### src/rtl/fwr_pkg.sv
package fwr_pkg;
  localparam int unsigned SAMPLES_PER_BIT = 3;
  localparam int unsigned DATA_BITS       = 8;
  localparam int unsigned WINDOW_LEN      = 32;
  localparam int unsigned SYNC_STAGES     = 2;
endpackage

### src/rtl/fwr_line_sync.sv
// Multi-stage synchroniser for the asynchronous serial line; resets to idle high.
module fwr_line_sync #(
  parameter int unsigned STAGES = fwr_pkg::SYNC_STAGES
) (
  input  logic clk,
  input  logic rst_n,
  input  logic din,
  output logic dout
);
  logic [STAGES-1:0] chain_q, chain_d;

  always_comb begin
    chain_d = {chain_q[STAGES-2:0], din};
  end

  always_ff @(posedge clk or negedge rst_n) begin
    if (!rst_n) chain_q <= '1;
    else        chain_q <= chain_d;
  end

  assign dout = chain_q[STAGES-1];
endmodule

### src/rtl/fwr_window.sv
// Sample history: shifts on tick, newest sample at bit 0; clear has priority.
module fwr_window #(
  parameter int unsigned WIN = fwr_pkg::WINDOW_LEN
) (
  input  logic           clk,
  input  logic           rst_n,
  input  logic           tick,
  input  logic           clear,
  input  logic           din,
  output logic [WIN-1:0] hist
);
  logic [WIN-1:0] hist_d;

  always_comb begin
    hist_d = hist;
    if (clear)     hist_d = '0;
    else if (tick) hist_d = {hist[WIN-2:0], din};
  end

  always_ff @(posedge clk or negedge rst_n) begin
    if (!rst_n) hist <= '0;
    else        hist <= hist_d;
  end

  // without a tick or a clear, the history does not move
  a_r7_hold_without_tick: assert property (@(posedge clk) disable iff (!rst_n)
    (!tick && !clear) |=> $stable(hist));
endmodule

### src/rtl/fwr_match.sv
// Frame pattern match over the history window and registered byte output.
module fwr_match #(
  parameter int unsigned WIN = fwr_pkg::WINDOW_LEN,
  parameter int unsigned SPB = fwr_pkg::SAMPLES_PER_BIT,
  parameter int unsigned DB  = fwr_pkg::DATA_BITS
) (
  input  logic           clk,
  input  logic           rst_n,
  input  logic [WIN-1:0] hist,
  output logic           hit,
  output logic [DB-1:0]  byte_q,
  output logic           valid_q
);
  localparam int unsigned IDLE_TAP = WIN - 1;
  localparam int unsigned EDGE_TAP = WIN - 2;
  localparam int unsigned STOP_TAP = EDGE_TAP - (SPB * (DB + 1) + 1);

  logic [DB-1:0] taps;
  logic [DB-1:0] byte_d;
  logic          valid_d;

  for (genvar k = 0; k < DB; k++) begin : g_tap
    assign taps[k] = hist[EDGE_TAP - (SPB * (k + 1) + 1)];
  end

  assign hit = hist[IDLE_TAP] & ~hist[EDGE_TAP] & hist[STOP_TAP];

  always_comb begin
    valid_d = hit;
    byte_d  = hit ? taps : byte_q;
  end

  always_ff @(posedge clk or negedge rst_n) begin
    if (!rst_n) begin
      valid_q <= 1'b0;
      byte_q  <= '0;
    end else begin
      valid_q <= valid_d;
      byte_q  <= byte_d;
    end
  end

  // the strobe lasts exactly one cycle
  a_r2_single_strobe: assert property (@(posedge clk) disable iff (!rst_n)
    valid_q |=> !valid_q);
  // the byte only moves together with the strobe
  a_r3_byte_held: assert property (@(posedge clk) disable iff (!rst_n)
    !$stable(byte_q) |-> valid_q);
endmodule

### src/rtl/frame_window_rx.sv
module frame_window_rx #(
  parameter int unsigned SPB       = fwr_pkg::SAMPLES_PER_BIT,
  parameter int unsigned DATA_BITS = fwr_pkg::DATA_BITS,
  parameter int unsigned WIN       = fwr_pkg::WINDOW_LEN,
  parameter int unsigned SYNC      = fwr_pkg::SYNC_STAGES
) (
  input  logic                 clk,
  input  logic                 rst_n,
  input  logic                 tick,
  input  logic                 rxd,
  output logic [DATA_BITS-1:0] rx_byte,
  output logic                 rx_valid
);
  logic [1:0]     rst_pipe;
  logic           rst_int_n;
  logic           line_s;
  logic           hit;
  logic [WIN-1:0] hist;

  // asynchronous assertion, synchronous release
  always_ff @(posedge clk or negedge rst_n) begin
    if (!rst_n) rst_pipe <= 2'b00;
    else        rst_pipe <= {rst_pipe[0], 1'b1};
  end
  assign rst_int_n = rst_pipe[1];

  fwr_line_sync #(.STAGES(SYNC)) u_sync (
    .clk  (clk),
    .rst_n(rst_int_n),
    .din  (rxd),
    .dout (line_s)
  );

  fwr_window #(.WIN(WIN)) u_win (
    .clk  (clk),
    .rst_n(rst_int_n),
    .tick (tick),
    .clear(hit),
    .din  (line_s),
    .hist (hist)
  );

  fwr_match #(.WIN(WIN), .SPB(SPB), .DB(DATA_BITS)) u_match (
    .clk    (clk),
    .rst_n  (rst_int_n),
    .hist   (hist),
    .hit    (hit),
    .byte_q (rx_byte),
    .valid_q(rx_valid)
  );

  // a match empties the whole history
  a_r6_clear_after_hit: assert property (@(posedge clk) disable iff (!rst_int_n)
    hit |=> (hist == '0));
  // every strobe follows a detected pattern
  a_r2_strobe_from_hit: assert property (@(posedge clk) disable iff (!rst_int_n)
    $rose(rx_valid) |-> $past(hit));
endmodule

### config.mk
export PLATFORM = sky130hd
export DESIGN_NAME = frame_window_rx
export DESIGN_NICKNAME = d
export VERILOG_FILES = /design/src/rtl/fwr_pkg.sv /design/src/rtl/fwr_line_sync.sv /design/src/rtl/fwr_window.sv /design/src/rtl/fwr_match.sv /design/src/rtl/frame_window_rx.sv
export SDC_FILE = /design/constraint.sdc
export NUM_CORES = 1
export LEC_CHECK = 0
export BUFFER_PORTS_ARGS = -buffer_cell sky130_fd_sc_hd__buf_2
export CORE_MARGIN = 3
export CORE_UTILIZATION = 30
export CTS_CLUSTER_SIZE = 16
export DETAILED_ROUTE_END_ITERATION = 7
export SLEW_MARGIN = 0
export SYNTH_ARGS = -nofsm -noshare
export SYNTH_HDL_FRONTEND = slang
export SYNTH_SLANG_ARGS = --single-unit
### constraint.sdc
create_clock -name clk -period 1.8 [get_ports clk]
set_input_delay 0.18 -clock clk [delete_from_list [all_inputs] [get_ports clk]]
set_output_delay 0.18 -clock clk [all_outputs]
set_load 0.005 [all_outputs]
==> run metrics <==
syn nets=132; Max IR drop VDD=0.400 mV; Slew Limit Fails=0; TritonCTS clock tree=built; nets@finish=148; crit end category=flop; post-synthesis register bit count=45; pre-CTS WS=0.383 ns; n_diodes=0; vias in the first global route=918; RSZ-0062 raised after global routing=no; synth warn=0; WL/cell=12.0 um; Max stage delay cell, worst path=and3b_4; vias per inst=4.30; Via Count=934; Least-Margin Pin Slew=0.524 ns; final hold slack=0.193 ns; CTS Buf Count=5; die area=6850 um2; max_cap viols=0; Pre-antenna DRT Iters=2; Comb pwr share=15.0%; Req. time, crit path=1.99 ns; Final setup viols=0; Max FO, Critical Path=28; Starting Density=31.5%; WS Path Type=reg -> reg; Max clock buf depth=2; FF-to-FF setup slack=0.38 ns; Hold WC Path Type=in -> async; fmax=705 MHz; clk sinks=45; register share of total power=53.2%; Final Hold Vio Count=0; final critical-path setup slack=0.382 ns; drt initial violations=41; layout overhead on the synthesized area=14.6%; Register-to-Register Path Depth=2; clk_lat worst skew=0.30 ns; htree depth=2; Worst Setup SP=u_win.hist[30]; most frequent cells in the layout=dfrtp_1 (42), nor2_1 (30), mux2i_1 (29); Max-slew headroom=65.0%; initial antenna violation count=0; ratio of cells with drive above 1 in the final layout=22.8%; outcome=completed; gr usage total=8.92%; I/O Pins=13; Avg Cell Area, Syn=13.8 um2; # DRC=0; largest net degree at the start of global routing=44; Final Cycle Share=78.8%; clock root buffer=clkbuf_8; power density over cell area=1220 nW/um2; register area share after synthesis=63.8%; CP Launch Type=flop; crit path DAT=1.60 ns; chip height=82.8 um; RR Endpoint=u_match.byte_q[7]; Cells after Synth=128; first-pass GRT wire length=4.43 mm; antenna viol nets, final=0; DRT Wirelength=2.60 mm; Fillers=579; Die X-Extent=82.8 um; Power Internal=0.00184 W; CP cell instances=and3b_4, mux2_1; P_leak=1.07 nW; setup TNS=0 ns; Cell variety after synth=17; Switching Fraction=25.2%; P_sw=0.000623 W; GPL Wtd Cong=0.697; Clk network pwr share=31.8%; core box area=5610 um2; most common cell after layout, fill and taps aside=dfrtp_1; clock period minus worst slack=1.42 ns; clk_skew=0.00543 ns; row count=27; post-DP HPWL=1.70 mm; crit path to=u_match.byte_q[7]; Post-CTS Setup Bufs=0; Largest stage delay, worst path=0.56 ns; Post-Syn Area=1770 um2; reg-to-reg startpoint=u_win.hist[30]; total grt overflow=0; register clock-pin slew on the reported worst setup and hold paths=0.08 ns; PortBufs=12
## how the worst min path moves through the flow
stage / endpoint / slack (ns) / cells past startpoint
global placement: rst_pipe[0] / -0.04 / 1
finish: rst_pipe[1] / 0.19 / 2
floorplan: rst_pipe[0] / -0.12 / 0
detailed placement: rst_pipe[0] / -0.03 / 1
global route: rst_pipe[1] / 0.17 / 2
CTS: rst_pipe[1] / 0.18 / 2
## synth_stat cells
| master | n | area [um2] |
|---|---|---|
| conb_1 | 1 | 3.75 |
| buf_2 | 3 | 15.0 |
| nor2b_1 | 1 | 6.26 |
| dfstp_2 | 2 | 52.6 |
| inv_1 | 1 | 3.75 |
| mux2_4 | 6 | 90.1 |
| mux2_1 | 2 | 22.5 |
| and3b_4 | 1 | 12.5 |
| o22a_1 | 1 | 8.76 |
| a2bb2oi_1 | 1 | 8.76 |
| buf_6 | 4 | 45.0 |
| a21boi_1 | 1 | 7.51 |
| mux2i_1 | 29 | 290 |
| clkbuf_4 | 1 | 7.51 |
| nor3_1 | 1 | 5.00 |
| nor2_1 | 30 | 113 |
| dfrtp_1 | 43 | 1080 |
## cell families after synthesis
kind of cell,share of synthesized area (%)
and+or+nand+nor,7.71
muxes,22.8
other,0.212
buffers and inverters,4.03
DFF,63.8
AOI/OAI and AO/OA,1.42
## cell type report
class	instances	area, um2	share of cell area [%]
Tap cell	72	90.1	4.44
Clock inverter	2	37.5	1.85
Clock buffer	6	82.6	4.07
Sequential cell	45	1130	55.7
Inverter	1	3.75	0.185
Multi-Input combinational cell	74	568	28.0
Timing Repair Buffer	17	115	5.68
## state kept, by name (all words and copies together) (netlist names)
signal / cells
u_win.hist: 32
u_match.byte_q: 8
rst_pipe: 2
u_sync.chain_q: 2
u_match.valid_q: 1
## per-stage QoR
step	area [um2]	total power [W]	utilization, %	cells
final	2030	0.00247	36.1	217
after global routing	2030	0.00262	36.1	217
after detailed placement	1890	0.00171	33.6	207
after global placement	1890	0.00169	33.6	207
after floorplan	1770	0.00160	-	128
after CTS	2030	0.00251	36.1	217
## power groups by stage
stage	registers [W]	logic [W]	clock network, W
4_1_cts	0.00132	0.000381	0.000810
5_1_grt	0.00134	0.000421	0.000861
3_5_place_dp	0.00134	0.000377	0
3_3_place_gp	0.00133	0.000361	0
2_1_floorplan	0.00132	0.000281	0
6_report	0.00131	0.000371	0.000784
## metal layers
layer / routed length (um) / vias up / GRT usage, %
met5: 0 / - / 0
met4: 52 / 0 / 3.92
met3: 119 / 6 / 4.01
met2: 1170 / 11 / 12.3
met1: 1260 / 464 / 12.0
li1: - / 453 / -
## critical path: cells and delay by family, from the launching register on
kind,cells,cell delay [ns]
flip-flops,1,0.39
multiplexers,1,0.36
AND/OR/NAND/NOR,1,0.56
## timing repair
action,CTS,global route
hold endpoints to repair,3,0
hold buffers,2,0
resized for setup,0,0
Power figures use the tool's default switching activity.
